`src/rtl/pal_disp_pkg.sv`:
```
package pal_disp_pkg;
  localparam int KIND_W  = 4;
  localparam int CODE_W  = 8;
  localparam int OFF_W   = 14;
  localparam int NUM_IRQ = 4;
  localparam int IPL_W   = 3;

  typedef enum logic [KIND_W-1:0] {
    K_RESET   = 4'd0,
    K_MCHK    = 4'd1,
    K_IPI     = 4'd2,
    K_TIMER   = 4'd3,
    K_DEVICE  = 4'd4,
    K_MEMFLT  = 4'd5,
    K_UNALIGN = 4'd6,
    K_OPCODE  = 4'd7,
    K_ARITH   = 4'd8,
    K_FPOFF   = 4'd9,
    K_CALL    = 4'd10
  } vecKind_e;

  // strobes passed from control to datapath
  typedef struct packed {
    logic                load;
    logic                fromIrq;
    logic                badReq;
    logic [KIND_W-1:0]   kind;
  } dispCtl_t;
endpackage

```
`src/rtl/pal_disp_ctrl.sv`:
```
module pal_disp_ctrl
  import pal_disp_pkg::*;
(
  input  logic [NUM_IRQ-1:0] irqLines,   // 0 device, 1 timer, 2 ipi, 3 mchk
  input  logic [IPL_W-1:0]   ipl,
  input  logic               palModeIn,
  input  logic               excReq,
  input  logic [KIND_W-1:0]  excKind,
  output dispCtl_t           ctl
);
  logic [NUM_IRQ-1:0] eligible;
  logic [KIND_W-1:0]  irqKind;
  logic               anyIrq;

  // source i stays eligible while ipl is below 4+i
  for (genvar i = 0; i < NUM_IRQ; i++) begin : g_elig
    localparam logic [IPL_W:0] LIMIT = (IPL_W+1)'(4 + i);
    assign eligible[i] = irqLines[i] & ({1'b0, ipl} < LIMIT) & ~palModeIn;
  end

  // higher index wins; kind is 4 - index
  always_comb begin
    irqKind = K_DEVICE;
    anyIrq  = 1'b0;
    for (int i = 0; i < NUM_IRQ; i++) begin
      if (eligible[i]) begin
        irqKind = KIND_W'(4 - i);
        anyIrq  = 1'b1;
      end
    end
  end

  always_comb begin
    ctl = '0;
    if (excReq) begin
      if (excKind <= K_CALL) begin
        ctl.load = 1'b1;
        ctl.kind = excKind;
      end else begin
        ctl.badReq = 1'b1;
      end
    end else if (anyIrq) begin
      ctl.load    = 1'b1;
      ctl.fromIrq = 1'b1;
      ctl.kind    = irqKind;
    end
  end
endmodule

```
`src/rtl/pal_disp_dpath.sv`:
```
module pal_disp_dpath
  import pal_disp_pkg::*;
#(
  parameter int AW = 32
) (
  input  logic              clk,
  input  logic              rstN,
  input  dispCtl_t          ctl,
  input  logic [CODE_W-1:0] excCode,
  input  logic [AW-1:0]     curPc,
  input  logic [AW-1:0]     palBase,
  input  logic              palModeIn,
  output logic [AW-1:0]     newPc,
  output logic [AW-1:0]     excAddr,
  output logic              palModeOut,
  output logic [CODE_W-1:0] errCode,
  output logic              taken,
  output logic              badCode
);
  localparam logic [OFF_W-1:0] CALL_PRIV = OFF_W'(14'h1000);
  localparam logic [OFF_W-1:0] CALL_USER = OFF_W'(14'h2000);

  logic [OFF_W-1:0] offset;
  logic [AW-1:0]    target;

  always_comb begin
    if (ctl.kind == K_CALL)
      offset = (excCode[CODE_W-1] ? CALL_USER : CALL_PRIV)
             + {1'b0, excCode[CODE_W-2:0], 6'b0};
    else
      offset = {3'b0, ctl.kind, 7'b0};
    target = palBase + AW'(offset);
  end

  always_ff @(posedge clk) begin
    if (!rstN) begin
      newPc      <= '0;
      excAddr    <= '0;
      palModeOut <= 1'b0;
      errCode    <= '0;
      taken      <= 1'b0;
      badCode    <= 1'b0;
    end else begin
      taken   <= ctl.load;
      badCode <= ctl.badReq;
      if (ctl.load) begin
        newPc      <= target;
        excAddr    <= {curPc[AW-1:1], curPc[0] | palModeIn};
        palModeOut <= 1'b1;
        errCode    <= ctl.fromIrq ? '0 : excCode;
      end
    end
  end
endmodule

```
`src/rtl/pal_dispatch.sv`:
```
module pal_dispatch
  import pal_disp_pkg::*;
#(
  parameter int AW = 32
) (
  input  logic              clk,
  input  logic              rstN,
  input  logic              irqDev,
  input  logic              irqClk,
  input  logic              irqIpi,
  input  logic              irqMchk,
  input  logic [2:0]        ipl,
  input  logic              palModeIn,
  input  logic              excReq,
  input  logic [3:0]        excKind,
  input  logic [7:0]        excCode,
  input  logic [AW-1:0]     curPc,
  input  logic [AW-1:0]     palBase,
  output logic [AW-1:0]     newPc,
  output logic [AW-1:0]     excAddr,
  output logic              palModeOut,
  output logic [7:0]        errCode,
  output logic              taken,
  output logic              badCode
);
  dispCtl_t ctl;

  pal_disp_ctrl u_ctrl (
    .irqLines  ({irqMchk, irqIpi, irqClk, irqDev}),
    .ipl       (ipl),
    .palModeIn (palModeIn),
    .excReq    (excReq),
    .excKind   (excKind),
    .ctl       (ctl)
  );

  pal_disp_dpath #(.AW(AW)) u_dpath (
    .clk        (clk),
    .rstN       (rstN),
    .ctl        (ctl),
    .excCode    (excCode),
    .curPc      (curPc),
    .palBase    (palBase),
    .palModeIn  (palModeIn),
    .newPc      (newPc),
    .excAddr    (excAddr),
    .palModeOut (palModeOut),
    .errCode    (errCode),
    .taken      (taken),
    .badCode    (badCode)
  );
endmodule

```
`config.mk`:
```
export PLATFORM = sky130hd
export DESIGN_NAME = pal_dispatch
export DESIGN_NICKNAME = d
export VERILOG_FILES = /design/src/rtl/pal_disp_pkg.sv /design/src/rtl/pal_disp_ctrl.sv /design/src/rtl/pal_disp_dpath.sv /design/src/rtl/pal_dispatch.sv
export SDC_FILE = /design/constraint.sdc
export NUM_CORES = 1
export LEC_CHECK = 0
export ABC_AREA = 1
export BUFFER_PORTS_ARGS = -buffer_cell sky130_fd_sc_hd__buf_2
export CAP_MARGIN = 20
export CORE_ASPECT_RATIO = 0.9
export CORE_MARGIN = 2
export CORE_UTILIZATION = 40
export DETAILED_ROUTE_END_ITERATION = 10
export MAX_ROUTING_LAYER = met4
export PLACE_DENSITY = 0.68
export SYNTH_ARGS = -nofsm -noshare
export SYNTH_HDL_FRONTEND = slang
export SYNTH_SLANG_ARGS = --single-unit
```
`constraint.sdc`:
```
create_clock -name clk -period 3 [get_ports clk]
set_input_delay 0.15 -clock clk [delete_from_list [all_inputs] [get_ports clk]]
set_output_delay 0.15 -clock clk [all_outputs]
set_load 0.005 [all_outputs]
```
; Word level (Yosys, flattened, before mapping)
; Cells that the tools add are included.
[op_classes]
bitwise_logic = 10
n_mux = 18
add_sub_neg = 2
n_eq_ne = 1
n_reduce_logical = 1
order_cmp = 5
[op_table]
columns = operator, n
row1 = 32-bit by 14-bit adder with 32-bit output, 1
row2 = 14-bit two-way mux, 2
row3 = 14-bit by 13-bit adder with 14-bit output, 1
row4 = "3-bit < comparator, second input constant", 4
row5 = 3-bit two-way mux, 4
row6 = 1-bit AND, 8
row7 = 1-bit two-way mux, 8
row8 = 4-bit two-way mux, 2
row9 = 8-bit two-way mux, 1
row10 = "4-bit equality test, second input constant", 1
row11 = "4-bit <= comparator, second input constant", 1
row12 = 2-bit two-way mux, 1
row13 = 2-bit AND reduction, 1
row14 = 1-bit inverter, 1
row15 = 1-bit bitwise OR, 1
[totals]
ff_bits = 75
out_inout_bits = 75
input_bits = 87
wordCells = 43

; Logic depth before layout (Yosys ltp)
[depth]
ltp_word = 12
ltp_mapped = 24
depth_no_buf = 24

; Modules after synthesis
; From an unflattened synthesis, not the netlist that was laid out.
[unflattened]
cells_unflattened = 630
area_unflattened_um2 = 4021.4
[modules_own_cells]
columns = module, n_inst, area_per_inst_um2, seq_area_each_um2, cells_per_inst
row1 = pal_disp_dpath, 1, 3841.2, 1501.4, 590
row2 = pal_disp_ctrl, 1, 180.2, 0.0, 40

; Worst setup path after synthesis
; Ideal clock, no wire load.
[synth_path]
kind = input to register
startpoint = input port excKind[1]
endpoint = register u_dpath.newPc[24]
setup_ns = 0.115
t_arrival_ns = 2.358
n_path_buf = 1
stages = 21
slack_ns = 0.527
required_ns = 2.885
cell_sequence = nand2_1 > nand2_1 > nand2_1 > nand2_2 > clkinv_1 > nand2_1 > nand2_1 > nand2_1 > nor2_1 > inv_1 > nor2_1 > ha_1 > fa_1 > nand2_1 > nand2_1 > nand3_1 > nand2_1 > buf_2 > nand4_1 > nand3_1 > and2_1
[synth_between]
elab_chain_cells = 6
elab_cells_between_ends = 8
classes_between = add/sub: 1 / order compare: 1 / eq/ne: 1 / mux: 5
[synth_lines]
columns = item, line_no
row1 = start: declaration, pal_dispatch.sv:15  ; input logic [3:0] excKind,
row2 = 4-bit <= comparator, pal_disp_ctrl.sv:36  ; if (excKind <= K_CALL) begin
row3 = 4-bit two-way mux, pal_disp_ctrl.sv:36
row4 = 4-bit two-way mux, pal_disp_ctrl.sv:35  ; if (excReq) begin
row5 = 4-bit equality test, pal_disp_dpath.sv:27  ; if (ctl.kind == K_CALL)
row6 = 14-bit two-way mux, pal_disp_dpath.sv:27
row7 = 32-bit by 14-bit adder with 32-bit output, pal_disp_dpath.sv:32  ; target = palBase + AW'(offset);
row8 = end signal: assignment, pal_disp_dpath.sv:47  ; newPc <= target;
row9 = end: declaration, pal_disp_dpath.sv:13  ; output logic [AW-1:0] newPc,
; Parallel ways exist; a longest one is shown, timed or not.
; A chain may end at the register's enable or synchronous reset.

; Worst setup path in the final report
[layout_path]
startpoint = input port excKind[1]
endpoint = register u_dpath.newPc[22]
; Same word-level chain as after synthesis.

==> results.sh <==
export IMPL_areaGrowthSynthToFinish_pct=26.36
export IMPL_cts_buffers=9
export IMPL_port_buffers=161
export IMPL_die_h_um=99.11
export IMPL_ios=162
export IMPL_ctsHtreeMaxLevel=3
export IMPL_final_setup_tns_ps=0
export IMPL_r2r_cells=4
export IMPL_maxCapViolations=0
export IMPL_critPathKind="in -> reg"
export IMPL_ctsResizeCount=0
export IMPL_dp_hpwl_mm=8.755
export IMPL_synthSimpleGateAreaFrac=0.3881
export IMPL_rsz0062_at_grt="false"
export IMPL_tightest_slew_ps=777.1
export IMPL_syn_instance_count=621
export IMPL_start_util=0.4127
export IMPL_power_density_nw_per_um2=502.4
export IMPL_cts_tree="yes"
export IMPL_final_cell_mix="161 x buf_2, 153 x nand2_1, 145 x nor2_1"
export IMPL_leakage_uw=0.002833
export IMPL_core_um2=9742
export IMPL_drive_above_1_share=0.2442
export IMPL_cts_setup_buffers=0
export IMPL_die_area_um2=10870
export IMPL_finalHoldViolations=0
export IMPL_syn_num_nets=718
export IMPL_skew_ps=0
export IMPL_grt_pass1_vias=4071
export IMPL_crit_path_frequent_cell="nand2_1"
export IMPL_setup_viol=0
export IMPL_crit_slowest_cell="fa_1"
export IMPL_worstPathMaxFanout=11
export IMPL_crit_arrival_ps=2740
export IMPL_layout_min_cycle_time_ps=2531
export IMPL_synth_top_family_by_area="simple AND/OR/NAND/NOR gates"
export IMPL_finalMaxSlewViolations=0
export IMPL_crit_family="simple AND/OR/NAND/NOR gates"
export IMPL_synthXorXnorAreaFrac=0.01961
export IMPL_netlist_area_um2=4020
export IMPL_outcome="completed"
export IMPL_path_buf_inv=3
export IMPL_vias=4290
export IMPL_antenna_found_initial=2
export IMPL_cp_cell_sequence="buf_2 > nand2_1 > nand2_1 > nand2_1 > nand2_2 > clkinv_1 > nand2_1 > nand2_1 > nand2_1 > nor2_1 > inv_1 > nor2_1 > ha_1 > fa_1 > nand2_1 > nand2_1 > nand3_1 > nand2_1 > nand2_1 > xor2_1 > a21oi_1"
export IMPL_wl_per_cell_um=12.81
export IMPL_dp_cells=892
export IMPL_ys_ff_latch=75
export IMPL_period_share=0.8438
export IMPL_globalplace_congestion=0.8888
export IMPL_hold_buffers=0
export IMPL_final_common_cell="buf_2"
export IMPL_synth_cell_type_count=27
export IMPL_grt_usage=0.2226
export IMPL_holdPathStages=3
export IMPL_cp_data_required_time_ps=3210
export IMPL_synth_fa_ha_area_frac=0.03299
export IMPL_grt_max_degree=66
export IMPL_yosysSeqAreaShare=0.3735
export IMPL_max_freq_mhz=395.0
export IMPL_hold_path_class="in -> reg"
export IMPL_crit_cells=21
export IMPL_stdcell_count=910
export IMPL_clk_pin_slew_ps=90
export IMPL_grt_overflow_total=0
export IMPL_critical_path_max_stage_delay_ps=400
export IMPL_grt_pass1_wl_mm=18.71
export IMPL_routed_wl_mm=11.66
export IMPL_yosysWarnings=0
export IMPL_clk_latency_ps=340
export IMPL_critPathCaptureType="flop"
export IMPL_cp_start_kind="input pin"
export IMPL_synth_area_per_cell_um2=6.474
export IMPL_dr_pass1_iters=5
export IMPL_ir_drop_v=0.0002628
export IMPL_drt_initial_drc_count=209
export IMPL_placementRows=34
export IMPL_finalNetCount=874
export IMPL_cts_root_buffer="clkbuf_8"
export IMPL_drc=0
export IMPL_clkSinkCount=75
export IMPL_die_w_um=109.7
export IMPL_synthMuxAreaShare=0
export IMPL_slew_headroom=0.4820
export IMPL_drt_vias_per_instance=4.714
export IMPL_cts_max_path_buffers=2
export IMPL_ant_nets=0
export IMPL_synth_compound_area_frac=0.08185
[worst paths after layout]
| check | endpoint | slack (ps) | start |
|---|---|---|---|
| hold / removal | u_dpath.excAddr[31] | 20 | curPc[31] |
| hold reg to reg | u_dpath.palModeOut | 440 | u_dpath.palModeOut |
| setup / recovery | u_dpath.newPc[22] | 470 | excKind[1] |
| setup reg to reg | u_dpath.newPc[22] | 2220 | u_dpath.newPc[22] |
[state kept, by name, indices dropped and copies added, names as in the netlist]
signal / count
u_dpath.taken: 1
u_dpath.palModeOut: 1
u_dpath.errCode: 8
u_dpath.excAddr: 32
u_dpath.badCode: 1
u_dpath.newPc: 32
[power by group]
group	internal, uW	switching, uW
registers	1100	46.2
logic	225	322
clock network	467	396
total	1790	765
[through the flow]
| step | hold slack (ps) | instance area [um^2] | setup slack (ps) | util | total power [uW] |
|---|---|---|---|---|---|
| 3_5_place_dp | 379.8 | 4858 | 130.7 | 0.4987 | 1711 |
| 2_1_floorplan | 284.9 | 4020 | 526.8 | - | 1488 |
| 3_3_place_gp | 371.4 | 4858 | 246.0 | 0.4987 | 1698 |
| 6_report | 19.46 | 5080 | 468.5 | 0.5214 | 2552 |
| 4_1_cts | 9.466 | 5075 | 509.6 | 0.5209 | 2583 |
| 5_1_grt | 10.16 | 5080 | 214.2 | 0.5214 | 2701 |
[synthesized netlist by cell type (all sizes together)]
master / count / area [um^2]
a21boi: 1 / 7.510
a21oi: 12 / 60.06
and2: 4 / 25.02
buf: 16 / 147.6
clkbuf: 6 / 22.52
clkinv: 3 / 11.26
dfxtp: 75 / 1501
fa: 1 / 20.02
ha: 9 / 112.6
inv: 63 / 236.5
nand2: 158 / 610.6
nand3: 43 / 215.2
nand3b: 9 / 67.56
nand4: 12 / 75.07
nor2: 145 / 544.3
nor3: 2 / 10.01
o21a: 1 / 7.510
o21ai: 50 / 254.0
or2: 2 / 12.51
xnor2: 3 / 26.28
xor2: 6 / 52.55
[layer usage]
metal,vias up,GRT usage,routed length [um]
met3,7,0.04784,748
li1,2257,-,-
met4,0,0.06524,70
met1,1898,0.2903,5621
met5,-,-,0
met2,128,0.3471,5218
[worst register-to-register path, delay by kind of cell (launching register included)]
| family | cells | cell delay, ps |
|---|---|---|
| flops | 1 | 380 |
| simple gates | 2 | 150 |
| compound gates | 1 | 120 |
| buf+inv | 1 | 50 |
[cells by family after synthesis]
kind of cell,after synthesis
compound gates,64
xor+xnor,9
fa+ha+maj,10
buf+inv,88
flops,75
simple gates,375
[cell type report]
cell class	instances	area, um^2
Clock inverter	7	92.59
Antenna cell	2	5.005
Fill cell	1028	4662
Sequential cell	75	1501
Clock buffer	9	123.9
Multi-Input combinational cell	458	2101
Tap cell	126	157.7
Timing Repair Buffer	167	850.8
Inverter	66	247.7
No activity file was read; power rests on OpenSTA's default activity.
